===== src/rtl/ras_pkg.sv =====
package ras_pkg;

   typedef enum logic [1:0] {
      RAS_IDLE = 2'b00,
      RAS_PUSH = 2'b01,
      RAS_POP  = 2'b10,
      RAS_SWAP = 2'b11
   } ras_op_e;

   function automatic ras_op_e ras_decode(input logic push, input logic pop);
      return ras_op_e'({pop, push});
   endfunction

endpackage


===== src/rtl/ras_ptr.sv =====
module ras_ptr
   import ras_pkg::*;
#(
   parameter int DEPTH = 16,
   localparam int PTR_W = $clog2(DEPTH),
   localparam int CNT_W = $clog2(DEPTH + 1)
) (
   input  logic             clk_i,
   input  logic             rst_i,
   input  ras_op_e          op_i,
   output logic [PTR_W-1:0] ptr_o,
   output logic [PTR_W-1:0] wr_idx_o,
   output logic             wr_en_o,
   output logic             empty_o,
   output logic             full_o,
   output logic             ovf_o,
   output logic             udf_o
);

   localparam logic [CNT_W-1:0] CNT_FULL = CNT_W'(DEPTH);
   localparam logic [PTR_W-1:0] PTR_ONE  = PTR_W'(1);

   logic [PTR_W-1:0] ptr_q, ptr_d;
   logic [CNT_W-1:0] cnt_q, cnt_d;
   logic             ovf_q, ovf_d, udf_q, udf_d;
   logic             is_empty, is_full;

   assign is_empty = (cnt_q == '0);
   assign is_full  = (cnt_q == CNT_FULL);

   always_comb begin
      ptr_d    = ptr_q;
      cnt_d    = cnt_q;
      ovf_d    = ovf_q;
      udf_d    = udf_q;
      wr_en_o  = 1'b0;
      wr_idx_o = ptr_q;
      unique case (op_i)
         RAS_PUSH: begin
            wr_en_o = 1'b1;
            ptr_d   = ptr_q + PTR_ONE;
            if (is_full) ovf_d = 1'b1;
            else         cnt_d = cnt_q + 1'b1;
         end
         RAS_POP: begin
            ptr_d = ptr_q - PTR_ONE;
            if (is_empty) udf_d = 1'b1;
            else          cnt_d = cnt_q - 1'b1;
         end
         RAS_SWAP: begin
            wr_en_o = 1'b1;
            if (is_empty) begin
               ptr_d = ptr_q + PTR_ONE;
               cnt_d = cnt_q + 1'b1;
            end else begin
               wr_idx_o = ptr_q - PTR_ONE;
            end
         end
         default: ;
      endcase
   end

   always_ff @(posedge clk_i) begin
      if (rst_i) begin
         ptr_q <= '0;
         cnt_q <= '0;
         ovf_q <= 1'b0;
         udf_q <= 1'b0;
      end else begin
         ptr_q <= ptr_d;
         cnt_q <= cnt_d;
         ovf_q <= ovf_d;
         udf_q <= udf_d;
      end
   end

   assign ptr_o   = ptr_q;
   assign empty_o = is_empty;
   assign full_o  = is_full;
   assign ovf_o   = ovf_q;
   assign udf_o   = udf_q;

   p_push_count_r2: assert property (@(posedge clk_i) disable iff (rst_i)
      (op_i == RAS_PUSH && !is_full) |=> cnt_q == $past(cnt_q) + 1'b1);
   p_pop_count_r3: assert property (@(posedge clk_i) disable iff (rst_i)
      (op_i == RAS_POP && !is_empty) |=> cnt_q == $past(cnt_q) - 1'b1);
   p_flags_excl_r4: assert property (@(posedge clk_i) disable iff (rst_i)
      !(empty_o && full_o));
   p_no_overflow_r5: assert property (@(posedge clk_i) disable iff (rst_i)
      (op_i == RAS_PUSH && is_full) |=> (ovf_o && full_o));
   p_ovf_sticky_r5: assert property (@(posedge clk_i) disable iff (rst_i)
      ovf_o |=> ovf_o);
   p_underflow_r6: assert property (@(posedge clk_i) disable iff (rst_i)
      (op_i == RAS_POP && is_empty) |=> (udf_o && empty_o && ptr_q == $past(ptr_q) - PTR_ONE));
   p_udf_sticky_r6: assert property (@(posedge clk_i) disable iff (rst_i)
      udf_o |=> udf_o);
   p_swap_count_r7: assert property (@(posedge clk_i) disable iff (rst_i)
      (op_i == RAS_SWAP && !is_empty) |=> $stable(cnt_q) && $stable(ptr_q));
   p_idle_hold_r8: assert property (@(posedge clk_i) disable iff (rst_i)
      (op_i == RAS_IDLE) |=> $stable(cnt_q) && $stable(ptr_q) && $stable(ovf_q) && $stable(udf_q));

endmodule


===== src/rtl/ras_regfile.sv =====
module ras_regfile #(
   parameter int DEPTH  = 16,
   parameter int DATA_W = 13,
   localparam int IDX_W = $clog2(DEPTH)
) (
   input  logic              clk_i,
   input  logic              wr_en_i,
   input  logic [IDX_W-1:0]  wr_idx_i,
   input  logic [DATA_W-1:0] wr_data_i,
   input  logic [IDX_W-1:0]  rd_idx_i,
   output logic [DATA_W-1:0] rd_data_o
);

   logic [DATA_W-1:0] slot_q [DEPTH];

   for (genvar g = 0; g < DEPTH; g++) begin : g_slot
      always_ff @(posedge clk_i) begin
         if (wr_en_i && wr_idx_i == IDX_W'(g)) slot_q[g] <= wr_data_i;
      end
   end

   assign rd_data_o = slot_q[rd_idx_i];

endmodule


===== src/rtl/ras_ctrl.sv =====
module ras_ctrl
   import ras_pkg::*;
#(
   parameter int ADDR_W = 13,
   parameter int DEPTH  = 16
) (
   input  logic              clk_i,
   input  logic              rst_i,
   input  logic              push_i,
   input  logic              pop_i,
   input  logic [ADDR_W-1:0] pc_i,
   output logic [ADDR_W-1:0] tos_o,
   output logic              empty_o,
   output logic              full_o,
   output logic              ovf_o,
   output logic              udf_o
);

   localparam int PTR_W = $clog2(DEPTH);

   if (ADDR_W < 1) begin : g_bad_width
      $error("ras_ctrl: ADDR_W must be at least 1");
   end
   if (DEPTH < 2 || (DEPTH & (DEPTH - 1)) != 0) begin : g_bad_depth
      $error("ras_ctrl: DEPTH must be a power of two, at least 2");
   end

   ras_op_e          op;
   logic [PTR_W-1:0] ptr, wr_idx, rd_idx;
   logic             wr_en;

   assign op     = ras_decode(push_i, pop_i);
   assign rd_idx = ptr - PTR_W'(1);

   ras_ptr #(.DEPTH(DEPTH)) u_ptr (
      .clk_i    (clk_i),
      .rst_i    (rst_i),
      .op_i     (op),
      .ptr_o    (ptr),
      .wr_idx_o (wr_idx),
      .wr_en_o  (wr_en),
      .empty_o  (empty_o),
      .full_o   (full_o),
      .ovf_o    (ovf_o),
      .udf_o    (udf_o)
   );

   ras_regfile #(.DEPTH(DEPTH), .DATA_W(ADDR_W)) u_store (
      .clk_i     (clk_i),
      .wr_en_i   (wr_en),
      .wr_idx_i  (wr_idx),
      .wr_data_i (pc_i),
      .rd_idx_i  (rd_idx),
      .rd_data_o (tos_o)
   );

   p_push_tos_r2: assert property (@(posedge clk_i) disable iff (rst_i)
      (push_i && !pop_i) |=> tos_o == $past(pc_i));
   p_swap_tos_r7: assert property (@(posedge clk_i) disable iff (rst_i)
      (push_i && pop_i) |=> tos_o == $past(pc_i));
   p_idle_tos_r8: assert property (@(posedge clk_i) disable iff (rst_i)
      (!push_i && !pop_i) |=> $stable(tos_o));

endmodule


===== config.mk =====
export PLATFORM = sky130hd
export DESIGN_NAME = ras_ctrl
export DESIGN_NICKNAME = d
export VERILOG_FILES = /design/src/rtl/ras_pkg.sv /design/src/rtl/ras_ptr.sv /design/src/rtl/ras_regfile.sv /design/src/rtl/ras_ctrl.sv
export SDC_FILE = /design/constraint.sdc
export NUM_CORES = 1
export LEC_CHECK = 0
export BUFFER_PORTS_ARGS = -buffer_cell sky130_fd_sc_hd__buf_2
export CORE_MARGIN = 2
export CORE_UTILIZATION = 50
export CTS_CLUSTER_DIAMETER = 60
export DETAILED_ROUTE_END_ITERATION = 10
export GPL_TIMING_DRIVEN = 0
export PLACE_DENSITY = 0.75
export SYNTH_ARGS = -nofsm -noshare
export SYNTH_HDL_FRONTEND = slang
export SYNTH_SLANG_ARGS = --single-unit

===== constraint.sdc =====
create_clock -name clk_i -period 4.3 [get_ports clk_i]
set_input_delay 0.645 -clock clk_i [delete_from_list [all_inputs] [get_ports clk_i]]
set_output_delay 0.645 -clock clk_i [all_outputs]
set_load 0.02 [all_outputs]

==> impl_metrics.json, run 1 <==
{
  "coreArea_sq_um": 17900,
  "worst_skew_pair.late_latency_ps": 540,
  "async_flop_share_pct": 0,
  "cpMaxStageDelayCell": "dfxtp_1",
  "drive_gt1_share_pct": 33.2,
  "boundaryPins": 34,
  "antenna_found_initial": 0,
  "synth_top_area_share_pct": 68.5,
  "worstPathRequired_ps": 3650,
  "startpoint_type": "register",
  "dpl.hpwl_mm": 12.4,
  "path_clk_slew_ps": 50,
  "drc": 0,
  "p_leak_uw": 0.00353,
  "ir_drop_mv": 0.676,
  "drv_cap": 0,
  "ys_seq_area_share_pct": 70.9,
  "synth_enable_flop_cells": 208,
  "cts_root_buf": "clkbuf_16",
  "dp_worst_setup_slack_ps": -61.8,
  "tritoncts": "done",
  "worst_slack_ps": 163,
  "syn_nets": 511,
  "die_w_um": 139,
  "r2r-end": "u_store.slot_q[6][1]$_DFFE_PP_",
  "cp_max_fo": 10,
  "fin_skew_ps": 18.2,
  "rows": 49,
  "hold_class": "register to register",
  "grt_start_max_net_pins": 17,
  "avgRoutedWirePerCell_um": 24.6,
  "syn_avg_cell_area_sq_um": 18.7,
  "synthTopCellsByCount": "edfxtp_1, mux4_2, nor2_1, a21oi_1, mux2i_1",
  "firstDrtPassIters": 5,
  "maxSlewHeadroom_pct": 8.54,
  "antenna_cells": 0,
  "ys.flop_type": "edfxtp_1",
  "synth_area_sq_um": 9120,
  "synth_seq_cells": 219,
  "cts_buffers": 25,
  "finalHoldViolCount": 0,
  "dieArea_sq_um": 19300,
  "drt_wl_total_mm": 19.8,
  "tightest_slew_ps": 1370,
  "crit_chain": "buf_6 -> buf_8 -> buf_4 -> inv_1 -> ha_1 -> buf_2 -> xor2_4 -> buf_6 -> mux4_2 -> mux2i_2 -> a21oi_1 -> buf_2",
  "grt_first_pass_wirelength_mm": 30.1,
  "cts_buffer_depth": 3,
  "place.gp.congestion": 0.831,
  "h-tree-depth": 1,
  "syn_inst": 488,
  "setup-violations-final": 0,
  "synthDistinctLibCells": 60,
  "end_kind": "output pin",
  "arrival_ps": 3490,
  "cts.sinks": 219,
  "run_status": "complete, no violations",
  "fin_crit_sh_pct": 96.2,
  "fp.dieH_um": 139,
  "initial_core_util_pct": 50.9,
  "io_buffers": 33,
  "timing.critical_path.to": "tos_o[10]",
  "power_uw": 7850,
  "grt_usage_pct": 20.8,
  "syn_to_final_growth_pct": 17.3,
  "critPathMaxStageDelay_ps": 350,
  "synth_area_leaders": "edfxtp_1, mux4_2, dfxtp_1",
  "via_per_inst": 6.13,
  "synth_area_leader_cell": "edfxtp_1",
  "grt_pass1_vias": 5135,
  "power_density_nw_per_um2": 733,
  "max_clock_freq_mhz": 242,
  "drt_iter0_drc": 507,
  "timing.rr.start": "u_ptr.ptr_o[0]$_SDFFE_PP0P_",
  "ant_nets": 0,
  "ctsHoldBuffers": 0,
  "fin_nets": 580,
  "min_period_ps": 4140,
  "yosys_warnings": 0,
  "grt_overflow": 0,
  "startpoint": "u_ptr.ptr_o[0]$_SDFFE_PP0P_",
  "vias": 4931,
  "drv_slew": 0,
  "reg2reg_slack_ps": 540,
  "yosysMostFrequentCell": "edfxtp_1",
  "stdcell_area_sq_um": 10700,
  "path_class": "register to output pin",
  "dpl_cell_area_sq_um": 9690,
  "r2r_cells": 10
}
worst min path at each step:
stage / slack (ps) / depth (start not counted) / start / end
4_1_cts: 480 / 1 / pc_i[0] / u_store.slot_q[8][0]$_DFFE_PP_
3_5_place_dp: 490 / 2 / u_ptr.udf_o$_SDFFE_PP0P_ / u_ptr.udf_o$_SDFFE_PP0P_
5_1_grt: 480 / 1 / pc_i[0] / u_store.slot_q[8][0]$_DFFE_PP_
6_report: 490 / 2 / u_ptr.udf_o$_SDFFE_PP0P_ / u_ptr.udf_o$_SDFFE_PP0P_
2_1_floorplan: 480 / 2 / u_ptr.cnt_q[3]$_SDFFE_PP0P_ / u_ptr.cnt_q[3]$_SDFFE_PP0P_
3_3_place_gp: 450 / 2 / u_ptr.udf_o$_SDFFE_PP0P_ / u_ptr.udf_o$_SDFFE_PP0P_
per-stage QoR:
stage | util [%] | hold WS [ps] | std cells | setup TNS [ps]
2_1_floorplan | - | 482 | 488 | 0
3_3_place_gp | 53.5 | 455 | 750 | -36300
3_5_place_dp | 54.1 | 487 | 756 | -794
4_1_cts | 59.3 | 479 | 802 | 0
5_1_grt | 59.8 | 484 | 805 | -31.6
6_report | 59.8 | 490 | 805 | 0
layout by cell type (no fill, tap or decap), drive strengths merged, types with 5 or more instances in the layout:
cell type and instances:
a21oi 23, mux2i 20, clkinv 11, ha 5
nor2 26, buf 62, inv 11, a211oi 15
mux4 52, clkbuf 35, edfxtp 208, dfxtp 11
nor2b 19, nand2b 7, nand2 5
per-layer routing:
layer  track usage, %  vias to the layer above  wire (um)  share of wire [%]
met1             27.0                     2503       7480                 38
li1                 -                     2142          -                  -
met2             35.9                      241      10100                 51
met4             7.02                        0        597                3.0
met5                0                        -          0                  0
met3             3.76                       45       1680                8.5
report_power, final:
part,switching [uW],internal [uW],leakage [uW],total (uW)
Clock,888,1330,0.000436,2220
Combinational,1780,1180,0.00112,2970
Sequential,71.2,2590,0.00197,2660
Total,2740,5110,0.00353,7850
cells by family (layout without fill, tap and decap cells):
family                     count (synthesis)  count (layout)  synth area share [%]
DFF                                      219             219                  70.9
AOI/OAI and AO/OA                         67              67                  5.45
muxes                                     76              76                  15.6
and+or+nand+nor                           81              81                  4.79
xor gates and xnor gates                   3               3                 0.371
buffers and inverters                     36             124                  1.98
adders and majority gates                  6               6                 0.905
registers in the layout (all words and copies together) (netlist names):
signal,count
u_store.slot_q,208
u_ptr.ovf_o,1
u_ptr.udf_o,1
u_ptr.cnt_q,5
u_ptr.ptr_o,4
critical path: cells and delay by family (launching register included):
family                     cells  cell delay (ps)
DFF                            1              350
adders and majority gates      1              200
AOI/OAI and AO/OA              1              150
xor gates and xnor gates       1              350
muxes                          2              570
buffers and inverters          7             1330
layout make-up:
cell class / instances / area, sq um
multi-input cells: 233 / 2560
clock inverters: 21 / 258
inverters: 6 / 22.5
clock buffers: 25 / 626
well taps: 229 / 287
repair buffers: 42 / 267
flip-flops and latches: 219 / 6470
fillers: 1309 / 7200
plain buffers: 30 / 219
timing repair:
item                       CTS  global route
setup buffers                0             3
pin swaps                    0             1
gates resized for setup     15            18
setup endpoints to repair   39            13
(Power assumes the default switching activity.)
==> run 2: changes to the inputs <==
PLACE_DENSITY = 0.74   (was 0.75)
==> impl_metrics.json, run 2 (synthesis results as in run 1) <==
{
  "crit_chain": "buf_4 -> buf_6 -> buf_4 -> inv_1 -> ha_1 -> buf_2 -> xor2_4 -> buf_4 -> mux4_2 -> mux2i_1 -> a21oi_1 -> buf_2",
  "grt_first_pass_wirelength_mm": 29.9,
  "min_period_ps": 4180,
  "max_clock_freq_mhz": 239,
  "cts_buffers": 24,
  "largest_reg_flops": 208,
  "tritoncts": "done",
  "timing.rr.start": "u_ptr.ptr_o[0]$_SDFFE_PP0P_",
  "place.gp.congestion": 0.867,
  "whs_endpoint": "u_ptr.ovf_o$_SDFFE_PP0P_",
  "stdcell_area_sq_um": 10500,
  "end_kind": "output pin",
  "ctsHoldBuffers": 0,
  "drv_slew": 0,
  "r2r-end": "u_store.slot_q[6][11]$_DFFE_PP_",
  "crit_top_cell": "buf_4",
  "tightest_slew_ps": 1310,
  "crit_family": "buffers and inverters",
  "setup-violations-final": 0,
  "rsz0062_at_grt": "true",
  "path_class": "register to output pin",
  "maxSlewHeadroom_pct": 12.5,
  "final_util_pct": 58.8,
  "reg2reg_slack_ps": 610,
  "worst_skew_pair.late_latency_ps": 530,
  "hold_class": "register to register",
  "power_density_nw_per_um2": 716,
  "grt_usage_pct": 20.4,
  "critPathMaxStageDelay_ps": 330,
  "cpMaxStageDelayCell": "dfxtp_1",
  "coreArea_sq_um": 17900,
  "power_uw": 7530,
  "regMostFlops": "u_store.slot_q",
  "drv_cap": 0,
  "drc": 0,
  "io_buffers": 33,
  "ir_drop_mv": 0.656,
  "fin_skew_ps": 20.6,
  "final_common_cell": "edfxtp_1",
  "grt_start_max_net_pins": 17,
  "grt_overflow": 0,
  "cts.sinks": 219,
  "startpoint_type": "register",
  "h-tree-depth": 1,
  "fin_setup_tns_ps": 0,
  "grt_pass1_vias": 5117,
  "vias": 4864,
  "firstDrtPassIters": 5,
  "via_per_inst": 6.07,
  "r2r_cells": 10,
  "cts_root_buf": "clkbuf_16",
  "cp_max_fo": 10,
  "min_from": "u_ptr.ovf_o$_SDFFE_PP0P_",
  "die_w_um": 139,
  "initial_core_util_pct": 50.9,
  "worstPathRequired_ps": 3650,
  "drt_iter0_drc": 465,
  "rows": 49,
  "p_leak_uw": 0.00345,
  "antenna_found_initial": 0,
  "boundaryPins": 34,
  "avgRoutedWirePerCell_um": 24.2,
  "fin_nets": 577,
  "fin_crit_sh_pct": 97.1,
  "run_status": "complete, no violations",
  "drive_gt1_share_pct": 30.8,
  "worstHoldPathCells": 2,
  "dieArea_sq_um": 19300,
  "path_clk_slew_ps": 60,
  "ant_nets": 0,
  "most-common-layout-cells": "edfxtp_1, mux4_2, buf_2",
  "syn_to_final_growth_pct": 15.4,
  "dpl_cell_area_sq_um": 9640,
  "finalHoldViolCount": 0,
  "cts_buffer_depth": 3,
  "path_buf_inv": 7,
  "dpl.hpwl_mm": 12.2,
  "antenna_cells": 0,
  "arrival_ps": 3530,
  "fp.dieH_um": 139,
  "drt_wl_total_mm": 19.4
}
## run 2: layer usage
layer / track usage [%] / wire [um]
met1: 27.7 / 7990
met2: 34.5 / 9590
met3: 2.90 / 1180
met4: 6.59 / 620
met5: 0 / 0
## run 2: worst max path at each step
stage	from	end	slack, ps	depth (start not counted)
after CTS	u_ptr.ptr_o[0]$_SDFFE_PP0P_	tos_o[4]	50	11
after global routing	u_ptr.ptr_o[0]$_SDFFE_PP0P_	tos_o[5]	-8	12
after detailed placement	u_ptr.ptr_o[0]$_SDFFE_PP0P_	u_store.slot_q[5][5]$_DFFE_PP_	-60	10
final	u_ptr.ptr_o[0]$_SDFFE_PP0P_	tos_o[5]	120	12
after global placement	u_ptr.ptr_o[0]$_SDFFE_PP0P_	u_store.slot_q[8][4]$_DFFE_PP_	-930	10
after floorplan	u_ptr.ptr_o[0]$_SDFFE_PP0P_	u_store.slot_q[4][0]$_DFFE_PP_	730	10
## run 2: layout make-up
type                            count  area, sq um
Buffer                             30          198
Multi-Input combinational cell    233         2530
Sequential cell                   219         6470
Clock inverter                     16          171
Tap cell                          229          287
Timing Repair Buffer               40          233
Fill cell                        1321         7380
Clock buffer                       28          616
Inverter                            6         22.5
## run 2: power breakdown
part / leakage, uW / internal, uW / switching [uW]
Clock: 0.000382 / 1160 / 832
Combinational: 0.00110 / 1130 / 1750
Sequential: 0.00197 / 2590 / 69.7
## run 2: stage by stage
stage	hold slack [ps]	instances	setup slack, ps
6_report	484	801	124
5_1_grt	495	801	-7.93
4_1_cts	485	797	45.9
3_5_place_dp	472	753	-56.8
3_3_place_gp	455	750	-927
2_1_floorplan	482	488	731
## run 2: worst reg2reg max path, stage by stage, from the launching register on
cell,delay (ps)
dfxtp_1,310
buf_4,190
buf_6,180
buf_4,200
inv_1,140
ha_1,160
buf_2,230
nand2_1,140
a2111oi_0,480
a32oi_1,230
nor2_1,1030
## run 2: what timing repair did
item	in CTS	in global routing
gates resized for setup	15	3
buffers inserted	0	3
endpoints found under the hold margin	0	0
setup endpoints to repair	52	12
==> run 3: changes to the inputs <==
ABC_AREA = 1   (was default)
CORE_UTILIZATION = 45   (was 50)
CTS_CLUSTER_DIAMETER = 200   (was 60)
PLACE_DENSITY = 0.68   (was 0.74)
==> impl_metrics.json, run 3 <==
{
  "fin_nets": 839,
  "fp.dieH_um": 146,
  "timing.rr.start": "u_ptr.ptr_o[0]$_SDFFE_PP0P_",
  "drive_gt1_share_pct": 13.2,
  "min_from": "rst_i",
  "fillers": 1756,
  "regMostFlops": "u_store.slot_q",
  "hold_slack_ps": 388,
  "crit_chain": "buf_4 -> inv_2 -> buf_4 -> buf_6 -> buf_4 -> ha_1 -> buf_2 -> buf_2 -> clkbuf_2 -> o21ai_0 -> o211ai_1 -> nand3_1 -> nand2_1 -> buf_2",
  "p_leak_uw": 0.00359,
  "grt_pass1_vias": 5981,
  "stdcell_area_sq_um": 10400,
  "crit_family": "buffers and inverters",
  "ant_nets": 0,
  "finalHoldViolCount": 0,
  "synth-simple-area-share_pct": 12.5,
  "boundaryPins": 34,
  "path_clk_slew_ps": 60,
  "drc": 0,
  "hold_class": "input pin to register",
  "worstPathRequired_ps": 3650,
  "syn_inst": 755,
  "syn_to_final_growth_pct": 14.0,
  "worst_slack_ps": 168,
  "tritoncts": "done",
  "synth_area_leader_cell": "edfxtp_1",
  "run_status": "complete, no violations",
  "final_util_pct": 51.8,
  "synth_top_area_share_pct": 68.6,
  "drt_iter0_drc": 573,
  "io_buffers": 33,
  "avgRoutedWirePerCell_um": 20.6,
  "synthTopCellsByCount": "edfxtp_1, nor2_1, o21ai_0, o211ai_1, nand2_1",
  "firstDrtPassIters": 5,
  "r2r_cells": 12,
  "cts_resized": 0,
  "r2r-end": "u_store.slot_q[13][1]$_DFFE_PP_",
  "synth_seq_cells": 219,
  "ys_seq_area_share_pct": 71.0,
  "ir_drop_mv": 0.373,
  "min_period_ps": 4130,
  "setup-violations-final": 0,
  "startpoint_type": "register",
  "cts_buffer_depth": 3,
  "place.gp.congestion": 0.967,
  "fin_skew_ps": 10.2,
  "reg2reg_slack_ps": 330,
  "via_per_inst": 5.57,
  "synth_compound_area_share_pct": 11.2,
  "final_common_cell": "edfxtp_1",
  "cts.sinks": 219,
  "drv_slew": 0,
  "grt_usage_pct": 21.3,
  "grt_first_pass_wirelength_mm": 34.4,
  "synth_xor_area_share_pct": 0.852,
  "cpMaxStageDelayCell": "dfxtp_1",
  "async_flop_share_pct": 0,
  "max_clock_freq_mhz": 242,
  "critPathMaxStageDelay_ps": 350,
  "synthAdderAreaFrac_pct": 0.907,
  "yosysMostFrequentCell": "edfxtp_1",
  "dpl.hpwl_mm": 14.7,
  "path_buf_inv": 9,
  "drt_wl_total_mm": 22.7,
  "synthDistinctLibCells": 25,
  "antenna_found_initial": 0,
  "path_class": "register to output pin",
  "ys.flop_type": "edfxtp_1",
  "arrival_ps": 3490,
  "maxSlewHeadroom_pct": 5.15,
  "rsz0062_at_grt": "false",
  "coreArea_sq_um": 20000,
  "postCtsSetupBuffers": 0,
  "h-tree-depth": 1,
  "synth_enable_flop_cells": 208,
  "cts_buffers": 23,
  "most-common-layout-cells": "edfxtp_1, nor2_1, o21ai_0",
  "power_density_nw_per_um2": 572,
  "largest_reg_flops": 208,
  "end_kind": "output pin",
  "syn_nets": 778,
  "die_w_um": 146,
  "fin_setup_tns_ps": 0,
  "dpl_cell_area_sq_um": 9620,
  "synth_area_leaders": "edfxtp_1, nor2_1, o21ai_0",
  "antenna_cells": 0,
  "cts_root_buf": "clkbuf_16",
  "yosys_warnings": 0,
  "worst_skew_pair.late_latency_ps": 510,
  "drv_cap": 0,
  "vias": 6141,
  "dieArea_sq_um": 21400,
  "grt_overflow": 0,
  "synth_mux_area_share_pct": 0,
  "grt_start_max_net_pins": 17,
  "syn_avg_cell_area_sq_um": 12.1,
  "whs_endpoint": "u_ptr.ptr_o[3]$_SDFFE_PP0P_",
  "tightest_slew_ps": 1420,
  "dp_worst_setup_slack_ps": 362,
  "rows": 52,
  "worstHoldPathCells": 2,
  "synth_area_sq_um": 9110,
  "cp_max_fo": 10,
  "synth_top_family_by_area": "simple AND/OR/NAND/NOR gates",
  "fin_crit_sh_pct": 96.1,
  "ctsHoldBuffers": 0,
  "initial_core_util_pct": 45.5
}
## run 3: kinds of logic (layout without fill, tap and decap cells)
group	Yosys count	after routing
and+or+nand+nor	283	283
DFF	219	219
AOI/OAI and AO/OA	177	177
buffers and inverters	65	142
adders and majority gates	6	6
xor gates and xnor gates	5	5
## run 3: cell type report
| type | instances | area [sq um] | share of cell area [%] |
|---|---|---|---|
| sequential | 219 | 6470 | 62.3 |
| timing repair buffer | 36 | 199 | 1.92 |
| clock inverter | 15 | 145 | 1.40 |
| buffer | 44 | 241 | 2.33 |
| tap | 270 | 338 | 3.25 |
| multi-input combinational | 471 | 2330 | 22.4 |
| clock buffer | 26 | 587 | 5.65 |
| inverter | 21 | 81.3 | 0.783 |
## run 3: where the power goes
group / switching, uW / internal (uW) / leakage (uW)
logic: 1060 / 446 / 0.00126
registers: 38.5 / 2450 / 0.00197
clock network: 791 / 1160 / 0.000361
total: 1890 / 4050 / 0.00359
## run 3: worst max path at each step
stage | start | endpoint | depth (start not counted)
4_1_cts | u_ptr.ptr_o[0]$_SDFFE_PP0P_ | tos_o[11] | 14
3_5_place_dp | u_ptr.ptr_o[0]$_SDFFE_PP0P_ | u_store.slot_q[8][8]$_DFFE_PP_ | 12
2_1_floorplan | u_ptr.ptr_o[0]$_SDFFE_PP0P_ | u_store.slot_q[12][0]$_DFFE_PP_ | 12
5_1_grt | u_ptr.ptr_o[0]$_SDFFE_PP0P_ | tos_o[5] | 14
3_3_place_gp | u_ptr.ptr_o[0]$_SDFFE_PP0P_ | u_store.slot_q[13][3]$_DFFE_PP_ | 12
6_report | u_ptr.ptr_o[0]$_SDFFE_PP0P_ | tos_o[11] | 14
## run 3: per-layer routing
metal	part of all wire, %	routed length, um	vias to the layer above	track usage, %
met5	0	0	-	0
met4	4.2	943	0	9.81
met3	7.9	1780	50	3.50
met2	46	10500	282	33.8
met1	42	9440	2957	29.2
li1	-	-	2852	-
## run 3: metrics by stage
stage               total power, uW  cells
global route                   6190   1102
CTS                            5940   1099
detailed placement             4020   1058
finish                         5940   1102
floorplan                      3480    755
global placement               3990   1058
